**src/rtl/wake_seq_pkg.sv**
```systemverilog
package wake_seq_pkg;
  typedef enum logic [2:0] {
    S_RUN, S_LP, S_REG, S_OSC, S_PLL, S_TAIL
  } seq_state_t;

  localparam int unsigned NCFG     = 7;
  localparam int unsigned IW       = 3;
  localparam int unsigned IDX_REG  = 0;
  localparam int unsigned IDX_OSC  = 1;
  localparam int unsigned IDX_PLL  = 2;
  localparam int unsigned IDX_WARM = 3;
  localparam int unsigned IDX_COLD = 4;
  localparam int unsigned IDX_OFF  = 5;
  localparam int unsigned IDX_PWR  = 6;
endpackage

```
**src/rtl/wake_seq_sync.sv**
```systemverilog
module wake_seq_sync #(
  parameter int STAGES = 2
) (
  input  logic clk,
  input  logic rst,
  input  logic d,
  output logic q
);
  logic [STAGES-1:0] sh;

  always_ff @(posedge clk) begin
    if (rst) sh <= '0;
    else     sh <= {sh[STAGES-2:0], d};
  end

  assign q = sh[STAGES-1];
endmodule

```
**src/rtl/wake_seq_cfg.sv**
```systemverilog
module wake_seq_cfg
  import wake_seq_pkg::*;
#(
  parameter int CW = 20,
  parameter logic [NCFG*CW-1:0] DEFS = '0
) (
  input  logic               clk,
  input  logic               rst,
  input  logic               we,
  input  logic [IW-1:0]      idx,
  input  logic [CW-1:0]      wdata,
  output logic [NCFG*CW-1:0] vals
);
  for (genvar i = 0; i < NCFG; i++) begin : g_reg
    always_ff @(posedge clk) begin
      if (rst)
        vals[i*CW +: CW] <= DEFS[i*CW +: CW];
      else if (we && idx == IW'(i))
        vals[i*CW +: CW] <= wdata;
    end
  end
endmodule

```
**src/rtl/wake_seq_timer.sv**
```systemverilog
module wake_seq_timer #(
  parameter int CW = 20
) (
  input  logic          clk,
  input  logic          rst,
  input  logic          load,
  input  logic [CW-1:0] load_val,
  input  logic          tick,
  output logic          expire
);
  logic [CW-1:0] cnt;

  always_ff @(posedge clk) begin
    if (rst)                        cnt <= '0;
    else if (load)                  cnt <= load_val;
    else if (tick && cnt > CW'(1))  cnt <= cnt - CW'(1);
  end

  // a count of 0 or 1 ends on the next tick
  assign expire = tick && (cnt <= CW'(1));

  a_r9_hold_without_tick: assert property (@(posedge clk) disable iff (rst)
    (!load && !tick) |=> $stable(cnt));
endmodule

```
**src/rtl/wake_seq.sv**
```systemverilog
module wake_seq
  import wake_seq_pkg::*;
#(
  parameter int CW     = 20,
  parameter int P_REG  = 120000,
  parameter int P_OSC  = 24000,
  parameter int P_PLL  = 7200,
  parameter int P_WARM = 926,
  parameter int P_COLD = 896,
  parameter int P_OFF  = 1688,
  parameter int P_PWR  = 138
) (
  input  logic          clk,
  input  logic          rst,
  input  logic          ref_tick,
  input  logic          wake_in,
  input  logic          enter_lp,
  input  logic          sleep_sel,
  input  logic          osc_keep,
  input  logic          top_on,
  input  logic          cfg_we,
  input  logic [IW-1:0] cfg_idx,
  input  logic [CW-1:0] cfg_wdata,
  output logic          reg_en,
  output logic          osc_enable,
  output logic          pll_en,
  output logic          clk_strobe,
  output logic          cpu_run,
  output logic          busy,
  output logic          done
);
  localparam logic [NCFG*CW-1:0] DEFS = {CW'(P_PWR), CW'(P_OFF), CW'(P_COLD),
    CW'(P_WARM), CW'(P_PLL), CW'(P_OSC), CW'(P_REG)};

  logic               wake_s;
  logic [NCFG*CW-1:0] cvals;
  logic               expire, load;
  logic [CW-1:0]      load_val;
  seq_state_t         state, nxt;
  seq_state_t         after_osc_st, after_reg_st, first_st;
  logic               sleep_q, keep_q, top_q;

  wake_seq_sync #(.STAGES(2)) u_sync (
    .clk(clk), .rst(rst), .d(wake_in), .q(wake_s));

  wake_seq_cfg #(.CW(CW), .DEFS(DEFS)) u_cfg (
    .clk(clk), .rst(rst), .we(cfg_we), .idx(cfg_idx),
    .wdata(cfg_wdata), .vals(cvals));

  wake_seq_timer #(.CW(CW)) u_tmr (
    .clk(clk), .rst(rst), .load(load), .load_val(load_val),
    .tick(ref_tick), .expire(expire));

  function automatic logic [CW-1:0] cv(input int unsigned i);
    return cvals[i*CW +: CW];
  endfunction

  function automatic logic is_phase(input seq_state_t s);
    return (s == S_REG) || (s == S_OSC) || (s == S_PLL) || (s == S_TAIL);
  endfunction

  // phase chain derived from the mode captured at entry
  assign after_osc_st = top_q  ? S_PLL : S_TAIL;
  assign after_reg_st = keep_q ? after_osc_st : S_OSC;
  assign first_st     = sleep_q ? S_REG : after_reg_st;

  always_comb begin
    nxt  = state;
    load = 1'b0;
    case (state)
      S_RUN:  if (enter_lp) nxt = S_LP;
      S_LP:   if (wake_s) begin nxt = first_st; load = 1'b1; end
      S_REG:  if (expire) begin nxt = after_reg_st; load = 1'b1; end
      S_OSC:  if (expire) begin nxt = after_osc_st; load = 1'b1; end
      S_PLL:  if (expire) begin nxt = S_TAIL; load = 1'b1; end
      S_TAIL: if (expire) nxt = S_RUN;
      default: nxt = S_RUN;
    endcase
  end

  always_comb begin
    case (nxt)
      S_REG:   load_val = cv(IDX_REG);
      S_OSC:   load_val = cv(IDX_OSC);
      S_PLL:   load_val = cv(IDX_PLL);
      S_TAIL:  load_val = top_q ? (keep_q ? cv(IDX_WARM) : cv(IDX_COLD))
                                : (sleep_q ? cv(IDX_PWR) : cv(IDX_OFF));
      default: load_val = '0;
    endcase
  end

  always_ff @(posedge clk) begin
    if (rst) begin
      state      <= S_RUN;
      sleep_q    <= 1'b0;
      keep_q     <= 1'b1;
      top_q      <= 1'b1;
      reg_en     <= 1'b1;
      osc_enable <= 1'b1;
      pll_en     <= 1'b1;
      cpu_run    <= 1'b1;
      clk_strobe <= 1'b0;
      busy       <= 1'b0;
      done       <= 1'b0;
    end else begin
      state      <= nxt;
      busy       <= is_phase(nxt);
      clk_strobe <= (nxt == S_TAIL) && (state != S_TAIL);
      done       <= (state == S_TAIL) && (nxt == S_RUN);
      if (state == S_RUN && nxt == S_LP) begin
        sleep_q    <= sleep_sel;
        keep_q     <= osc_keep;
        top_q      <= top_on;
        reg_en     <= !sleep_sel;
        osc_enable <= osc_keep;
        pll_en     <= 1'b0;
        cpu_run    <= 1'b0;
      end
      if (is_phase(nxt))                      reg_en     <= 1'b1;
      if (nxt == S_OSC)                       osc_enable <= 1'b1;
      if (nxt == S_PLL)                       pll_en     <= 1'b1;
      if (state == S_TAIL && nxt == S_RUN)    cpu_run    <= 1'b1;
    end
  end

  a_r2_lp_holds_reset: assert property (@(posedge clk) disable iff (rst)
    (state == S_LP) |-> (!cpu_run && !pll_en && !busy));
  a_r4_reg_on_later_phases: assert property (@(posedge clk) disable iff (rst)
    (state == S_OSC || state == S_PLL || state == S_TAIL) |-> reg_en);
  a_r6_pll_at_strobe: assert property (@(posedge clk) disable iff (rst)
    (clk_strobe && top_q) |-> pll_en);
  a_r7_pll_off_path: assert property (@(posedge clk) disable iff (rst)
    (busy && !top_q) |-> !pll_en);
  a_r8_release_after_tail: assert property (@(posedge clk) disable iff (rst)
    $rose(cpu_run) |-> ($past(state) == S_TAIL && done));
  a_r8_done_single: assert property (@(posedge clk) disable iff (rst)
    done |=> !done);
  a_r11_busy_no_reentry: assert property (@(posedge clk) disable iff (rst)
    busy |=> (state != S_LP));
endmodule

```
**config.mk**
```make
export PLATFORM = sky130hd
export DESIGN_NAME = wake_seq
export DESIGN_NICKNAME = d
export VERILOG_FILES = /design/src/rtl/wake_seq_pkg.sv /design/src/rtl/wake_seq_sync.sv /design/src/rtl/wake_seq_cfg.sv /design/src/rtl/wake_seq_timer.sv /design/src/rtl/wake_seq.sv
export SDC_FILE = /design/constraint.sdc
export NUM_CORES = 1
export LEC_CHECK = 0
export BUFFER_PORTS_ARGS = -buffer_cell sky130_fd_sc_hd__clkbuf_2
export CAP_MARGIN = 10
export CORE_MARGIN = 4
export CORE_UTILIZATION = 45
export DETAILED_ROUTE_END_ITERATION = 12
export HOLD_SLACK_MARGIN = 0.15
export SETUP_SLACK_MARGIN = 0.05
export SLEW_MARGIN = 0
export SYNTH_ARGS = -nofsm -noshare
export SYNTH_HDL_FRONTEND = slang
export SYNTH_HIERARCHICAL = 1
export SYNTH_SLANG_ARGS = --single-unit
```
**constraint.sdc**
```tcl
create_clock -name clk -period 4.4 [get_ports clk]
set_input_delay 0.88 -clock clk [delete_from_list [all_inputs] [get_ports clk]]
set_output_delay 0.88 -clock clk [all_outputs]
set_load 0.005 [all_outputs]
```
==> impl_results.rst, run 1 <==
.. list-table::
   :header-rows: 1

   * - Metric
     - Value
   * - Run status
     - complete, no violations
   * - Overall power of the completed layout
     - 4.51 mW
   * - Layout cell share with drive strength beyond 1
     - 12.2%
   * - Area taken by multi-input logic gates
     - 4870 um^2
   * - Fraction of registers with async set/reset
     - 0%
   * - Combinational family with the most area after synthesis
     - multiplexers
   * - Post-synth EDFFs
     - 0
   * - Fin crit share
     - 84.2%
   * - Initial core utilization
     - 46.4%
   * - Simple-gate share of the synthesized area
     - 20.5%
   * - Cell with the largest stage delay on the worst path
     - nor3_1
   * - Post-route DRC
     - 0
   * - Gate count of the mapped netlist
     - 915
   * - Slowest cell delay on critical path
     - 620 ps
   * - Actual slew at the worst max-slew pin
     - 912 ps
   * - Clock-pin slew on the worst setup and hold paths
     - 60 ps
   * - Antenna-violating nets left
     - 0
   * - Worst hold slack across all endpoints
     - 459 ps
   * - Synthesized flop and latch total
     - 175
   * - HPWL after detailed placement
     - 14.2 mm
   * - Total placed cells including tap cells
     - 1,158
   * - Vias in the first global route
     - 6,415
   * - Summed negative setup slack over all endpoints
     - 0 ps
   * - RSZ-0062 raised after global routing
     - false
   * - Total area of sequential cells
     - 3500 um^2
   * - Wire length per cell after detailed routing
     - 17.8 um
   * - Yosys warnings
     - 6
   * - Critical path origin
     - u_tmr/cnt[16]$_SDFFE_PP0P_
   * - Routability cong.
     - 0.867
   * - Launch point of the worst reg-to-reg path
     - u_tmr/cnt[16]$_SDFFE_PP0P_
   * - Mux cell area share after synthesis
     - 20.6%
   * - Post-CTS repair timing setup buffer count
     - 0
   * - Max H-tree Level
     - 4
   * - Final-report hold violation count
     - 0
   * - Layout fillers
     - 1,798
   * - Num ports
     - 39
   * - Number of max-cap violations
     - 0
   * - Clk root buf
     - clkbuf_16
   * - Post-CTS Hold Buffers
     - 0
   * - Number of design-rule violations left by the first detailed-router iteration
     - 387
   * - Overall global routing resource usage
     - 19.9%
   * - Nets in the synthesized netlist
     - 949
   * - Classification of the worst-slack hold path
     - reg2reg
   * - Wire length of the first global-routing pass
     - 34.7 mm
   * - Critical Path AT
     - 3990 ps
   * - Portion of the post-synthesis area used by sequential elements
     - 39.8%
   * - Worst clock skew on the final layout
     - 7.83 ps
   * - Area of the mapped netlist
     - 8790 um^2
   * - Core region area
     - 19,000 um^2
   * - Number of buffers added by the clock tree synthesis step
     - 17
   * - Area after detailed placement
     - 9090 um^2
   * - Commonest cells after routing, fill and taps aside
     - 181 x mux2i_1, 175 x dfxtp_1, 128 x nand2b_1, 72 x nor2_1
   * - Xor and xnor fraction of the mapped netlist area
     - 1.39%
   * - Total die area
     - 21,800 um^2
   * - Maximum vdd drop
     - 0.271 mV
   * - Drt pass-1 iters
     - 4
   * - Clock tree from TritonCTS
     - yes
   * - Main flop type after synthesis
     - dfxtp_1
   * - CP required
     - 4690 ps
   * - Area of all placed cells without fillers
     - 9680 um^2
   * - Cells traversed along the worst timing path
     - or3_4, or3_1, nor3_1, o21ai_1, a22o_1, buf_4, a22oi_1, mux2i_1, nor2_1, a311oi_1
   * - Via/cell ratio
     - 5.42
   * - Number of nets in the final layout
     - 951
   * - Number of port buffers
     - 38
   * - Leakage component of the power
     - 4.22 nW
   * - Startpoint-to-endpoint class of the critical path
     - reg2reg
   * - Setup crit start kind
     - flop
   * - Compound-cell area share of the yosys netlist
     - 12.4%
   * - Launch instance of the worst min-delay path
     - u_sync/sh[0]$_SDFF_PP0_
   * - Shortest clock period the worst path allows after layout
     - 3700 ps
   * - Die height
     - 148 um
   * - Largest net degree at the start of global routing
     - 86
   * - Worst max-slew margin expressed relative to the limit
     - 39.2%
   * - Number of inserted diodes
     - 0
   * - Largest fanout on the critical path
     - 25
   * - Clock Path Buffers
     - 2
   * - Setup crit end kind
     - flop
   * - Initial antenna violation count
     - 0
   * - Overall routed net length
     - 21.1 mm
   * - Total power per unit cell area
     - 466 nW/um^2
   * - Number of vias after detailed routing
     - 6,449
   * - Leading cell type in the layout, fill and taps excluded
     - mux2i_1
   * - Per-instance average area after synthesis
     - 9.61 um^2
   * - Standard-cell rows
     - 50
   * - Layout Area Growth over Synthesis
     - 10.1%
   * - Adder-cell area share of the yosys netlist
     - 0.285%
   * - Setup violations, final
     - 0
   * - Clock latency at the later pin of the worst-skew pair
     - 430 ps
   * - CTS-repair resized insts
     - 0
   * - Horiz. Die Dim
     - 148 um
   * - Global route total overflow
     - 0
   * - Count of placed standard cells in the final layout, fillers left out
     - 1,190
   * - Highest clock rate
     - 270 MHz
   * - Count of final max-slew check failures
     - 0
   * - Sinks on Clock Net
     - 175
   * - Number of unique standard cell types used by synthesis
     - 70
logic make-up after synthesis:
family / Yosys count
buf+inv: 83
simple gates: 309
mux: 181
xor+xnor: 14
fa+ha+maj: 2
compound gates: 151
flops: 175
critical path: cells and delay by family (launching register included):
kind                   cells  cell delay (ps)
AND/OR/NAND/NOR            4             1670
AO/OA/AOI/OAI              4             1090
buffers and inverters      1              360
flip-flops                 1              340
multiplexers               1              100
stage by stage:
step | setup WS (ps) | utilization (%)
floorplan | 1380 | -
global placement | 854 | 47.9
detailed placement | 694 | 47.9
CTS | 723 | 51.1
global route | 393 | 51.1
finish | 697 | 51.1
cell type report:
| class | count | share of cell area, % |
|---|---|---|
| clock buffer | 24 | 5.29 |
| clock inverter | 8 | 0.814 |
| inverter | 7 | 0.271 |
| multi-input combinational | 657 | 50.3 |
| sequential | 175 | 36.2 |
| tap | 260 | 3.36 |
| timing repair buffer | 59 | 3.75 |
where the power goes:
| part | total [mW] | internal [mW] | switching (mW) |
|---|---|---|---|
| logic | 1.17 | 0.493 | 0.676 |
| clock network | 1.50 | 0.871 | 0.629 |
| registers | 1.84 | 1.70 | 0.136 |
| total | 4.51 | 3.07 | 1.44 |
routing by layer:
metal	track usage, %	share of wire [%]
met1	27.1	49
met2	31.9	47
met3	3.95	3.3
met5	0	0
met4	6.34	1.6
synth_stat cells, types with 5 or more instances:
library cell | count | area share [%]
a2bb2oi_1 | 20 | 2.0
a22oi_1 | 20 | 1.7
inv_1 | 6 | 0.26
nor3_1 | 8 | 0.46
buf_2 | 36 | 2.0
nor2b_1 | 23 | 1.6
dfxtp_1 | 175 | 40
buf_4 | 5 | 0.43
a21oi_1 | 37 | 2.1
o21a_1 | 5 | 0.43
mux2i_1 | 181 | 21
o21ai_0 | 11 | 0.63
nand2_1 | 31 | 1.3
xnor2_1 | 10 | 1.0
clkbuf_1 | 29 | 1.2
a211oi_1 | 30 | 2.6
nand2b_1 | 128 | 9.1
nor2_1 | 72 | 3.1
path summary, 6_finish.rpt:
path | cells after the start | end | slack (ps)
min | 1 | u_sync/sh[1]$_SDFF_PP0_ | 460
max | 10 | u_tmr/cnt[9]$_SDFFE_PP0P_ | 700
max reg2reg | 10 | u_tmr/cnt[9]$_SDFFE_PP0P_ | 700
min reg2reg | 1 | u_sync/sh[1]$_SDFF_PP0_ | 460
state kept, by name, indices dropped and copies added (netlist names):
register,cells
clk_strobe,1
keep_q,1
u_tmr/cnt,20
u_sync/sh,2
cpu_run,1
pll_en,1
done,1
busy,1
u_cfg/vals,140
state,3
reg_en,1
top_q,1
osc_enable,1
sleep_q,1
Power figures use the tool's default switching activity.
==> run 2: changes to the inputs <==
- clock period: 4.4 -> 3.8 ns (I/O delays scaled with it)
==> run 2 against run 1 <==
Clock-buffer cell count is 5 lower; global-route usage shrank 0.22 points; total power grew 16%; register-to-register slack got worse by 230 ps; design area increased by 0.27%; via count fell by 0.65%; first-iteration DRC count shrank 10%; non-clock buffer count grew 8; sequential cell count unchanged; critical path type unchanged; largest cell class unchanged.
==> impl_results.rst, run 2 (synthesis gave the netlist of run 1 again) <==
.. list-table::
   :header-rows: 1

   * - Metric
     - Value
   * - Run status
     - complete, no violations
   * - Count of final max-slew check failures
     - 0 (unchanged)
   * - Num ports
     - 39 (unchanged)
   * - Number of port buffers
     - 38 (unchanged)
   * - Largest net degree at the start of global routing
     - 71 (-17%)
   * - Critical register-to-register path endpoint
     - u_tmr/cnt[17]$_SDFFE_PP0P_
   * - Horiz. Die Dim
     - 148 um (unchanged)
   * - CP required
     - 4110 ps (-580 ps)
   * - Largest fanout on the critical path
     - 19 (-24%)
   * - Antenna-violating nets left
     - 0 (unchanged)
   * - Final-report hold violation count
     - 0 (unchanged)
   * - Launch instance of the worst min-delay path
     - u_sync/sh[0]$_SDFF_PP0_
   * - Via/cell ratio
     - 5.35 (-1.3%)
   * - Number of design-rule violations left by the first detailed-router iteration
     - 348 (-10%)
   * - Number of vias after detailed routing
     - 6,407 (-0.65%)
   * - Initial core utilization
     - 46.4% (unchanged)
   * - Number of max-cap violations
     - 0 (unchanged)
   * - Total area of sequential cells
     - 3500 um^2 (unchanged)
   * - Total die area
     - 21,800 um^2 (unchanged)
   * - Highest clock rate
     - 300 MHz (+11%)
   * - Summed negative setup slack over all endpoints
     - 0 ps (unchanged)
   * - Routability cong.
     - 0.841 (-3.1%)
   * - Setup crit end kind
     - flop
   * - Initial antenna violation count
     - 0 (unchanged)
   * - RSZ-0062 raised after global routing
     - false
   * - Layout fillers
     - 1,771 (-1.5%)
   * - Global route total overflow
     - 0 (unchanged)
   * - Largest reg by FF count
     - u_cfg/vals
   * - Vias in the first global route
     - 6,287 (-2.0%)
   * - Fin crit share
     - 87.8% (+3.7 points)
   * - Clock-pin slew on the worst setup and hold paths
     - 60 ps (about the same)
   * - Shortest clock period the worst path allows after layout
     - 3340 ps (-366 ps)
   * - HPWL after detailed placement
     - 14.2 mm (+0.38%)
   * - Clock Path Buffers
     - 2 (unchanged)
   * - Total placed cells including tap cells
     - 1,166 (+0.69%)
   * - Clock tree from TritonCTS
     - yes
   * - Hold Path Cell Cnt
     - 1 (unchanged)
   * - Layout Area Growth over Synthesis
     - 10.4%
   * - Startpoint-to-endpoint class of the critical path
     - reg2reg
   * - Clk root buf
     - clkbuf_16
   * - Total power per unit cell area
     - 537 nW/um^2 (+15%)
   * - Wire length per cell after detailed routing
     - 17.6 um (-1.0%)
   * - Setup crit start kind
     - flop
   * - Max H-tree Level
     - 4 (unchanged)
   * - Maximum vdd drop
     - 0.362 mV (+33%)
   * - Core region area
     - 19,000 um^2 (unchanged)
   * - Commonest cells after routing, fill and taps aside
     - 181 x mux2i_1, 175 x dfxtp_1, 128 x nand2b_1, 72 x nor2_1
   * - Overall global routing resource usage
     - 19.7% (-0.22 points)
   * - Area taken by multi-input logic gates
     - 4870 um^2 (unchanged)
   * - Setup violations, final
     - 0 (unchanged)
   * - Classification of the worst-slack hold path
     - reg2reg
   * - Actual slew at the worst max-slew pin
     - 821 ps (-91.0 ps)
   * - Leakage component of the power
     - 4.24 nW (+0.47%)
   * - Worst max-slew margin expressed relative to the limit
     - 45.3% (+6.1 points)
   * - Post-CTS repair timing setup buffer count
     - 0 (unchanged)
   * - Number of inserted diodes
     - 0 (unchanged)
   * - Number of buffers added by the clock tree synthesis step
     - 17 (unchanged)
   * - Hold-critical path endpoint
     - u_sync/sh[1]$_SDFF_PP0_
   * - Number of nets in the final layout
     - 959 (+0.84%)
   * - Drt pass-1 iters
     - 4 (unchanged)
   * - Worst clock skew on the final layout
     - 8.22 ps (+0.392 ps)
   * - Area of all placed cells without fillers
     - 9700 um^2 (+0.27%)
   * - Worst-case register-to-register setup slack
     - 460 ps (-230 ps)
   * - Critical Path AT
     - 3640 ps (-350 ps)
   * - Die height
     - 148 um (unchanged)
   * - Max reg flops
     - 140 (unchanged)
   * - Post-CTS Hold Buffers
     - 0 (unchanged)
   * - Layout cell share with drive strength beyond 1
     - 12.9% (+0.75 points)
   * - Top flop regs
     - u_cfg/vals: 140 flops, u_tmr/cnt: 20 flops, state: 3 flops
   * - Post-route DRC
     - 0 (unchanged)
   * - Count of placed standard cells in the final layout, fillers left out
     - 1,198 (+0.67%)
   * - Launch point of the worst reg-to-reg path
     - u_tmr/cnt[16]$_SDFFE_PP0P_
   * - R2R depth
     - 11 (+1)
   * - Area after detailed placement
     - 9150 um^2 (+0.66%)
   * - Standard-cell rows
     - 50 (unchanged)
   * - Leading cell type in the layout, fill and taps excluded
     - mux2i_1
   * - Overall routed net length
     - 21.1 mm (-0.36%)
   * - CTS-repair resized insts
     - 0 (unchanged)
   * - Clock latency at the later pin of the worst-skew pair
     - 430 ps (about the same)
   * - Wire length of the first global-routing pass
     - 34.4 mm (-0.86%)
   * - Sinks on Clock Net
     - 175 (unchanged)
[run 2: cell count changes in the layout (fill, tap and decap cells not counted)]
cell	before	now
clkbuf_8	6	1
buf_4	21	29
clkinv_2	3	5
clkinvlp_4	1	2
inv_6	0	2
[run 2: final cells by class]
class / count / share of cell area (%)
repair buffers: 67 / 4.36
clock buffers: 19 / 4.56
flip-flops and latches: 175 / 36.1
clock inverters: 13 / 1.17
well taps: 260 / 3.35
inverters: 7 / 0.271
multi-input cells: 657 / 50.2
[run 2: where the power goes]
group / internal, mW / leakage, nW / switching (mW)
sequential: 1.97 / 1.42 / 0.147
clock: 0.920 / 0.273 / 0.757
combinational: 0.595 / 2.54 / 0.822
total: 3.49 / 4.24 / 1.73
[run 2: layer usage]
layer	vias up	part of all wire (%)	GRT usage (%)
met2	79	45	30.9
li1	3242	-	-
met3	19	2.9	4.41
met1	3067	51	27.7
met5	-	0	0
met4	0	1.1	4.66
[run 2: worst max-delay path by stage]
stage / startpoint / slack (ps) / end / cells past startpoint
finish: u_tmr/cnt[16]$_SDFFE_PP0P_ / 460 / u_tmr/cnt[17]$_SDFFE_PP0P_ / 11
detailed placement: u_tmr/cnt[16]$_SDFFE_PP0P_ / 480 / u_tmr/cnt[17]$_SDFFE_PP0P_ / 11
global placement: u_tmr/cnt[16]$_SDFFE_PP0P_ / 560 / u_tmr/cnt[17]$_SDFFE_PP0P_ / 11
global route: u_tmr/cnt[0]$_SDFFE_PP0P_ / 90 / u_tmr/cnt[17]$_SDFFE_PP0P_ / 13
floorplan: u_tmr/cnt[16]$_SDFFE_PP0P_ / 820 / u_tmr/cnt[17]$_SDFFE_PP0P_ / 13
CTS: u_tmr/cnt[16]$_SDFFE_PP0P_ / 460 / u_tmr/cnt[17]$_SDFFE_PP0P_ / 11
[run 2: worst max-delay path, stage by stage (launching register included)]
cell      delay [ps]
dfxtp_1          350
or3_4            420
or3_1            520
nor3_1           270
o21ai_1          160
a22o_1           530
buf_4            330
a22oi_1          190
mux2i_1           90
o21ai_0          170
a21oi_1           50
a21boi_0         120
[run 2: stage by stage]
stage	total power, mW	util [%]	setup WS [ps]	hold WS, ps
after global placement	3.57	48.3	562	443
final	5.21	51.2	463	456
after detailed placement	3.56	48.3	475	437
after floorplan	3.24	-	821	414
after global routing	5.50	51.2	88.4	487
after CTS	5.25	51.2	462	458
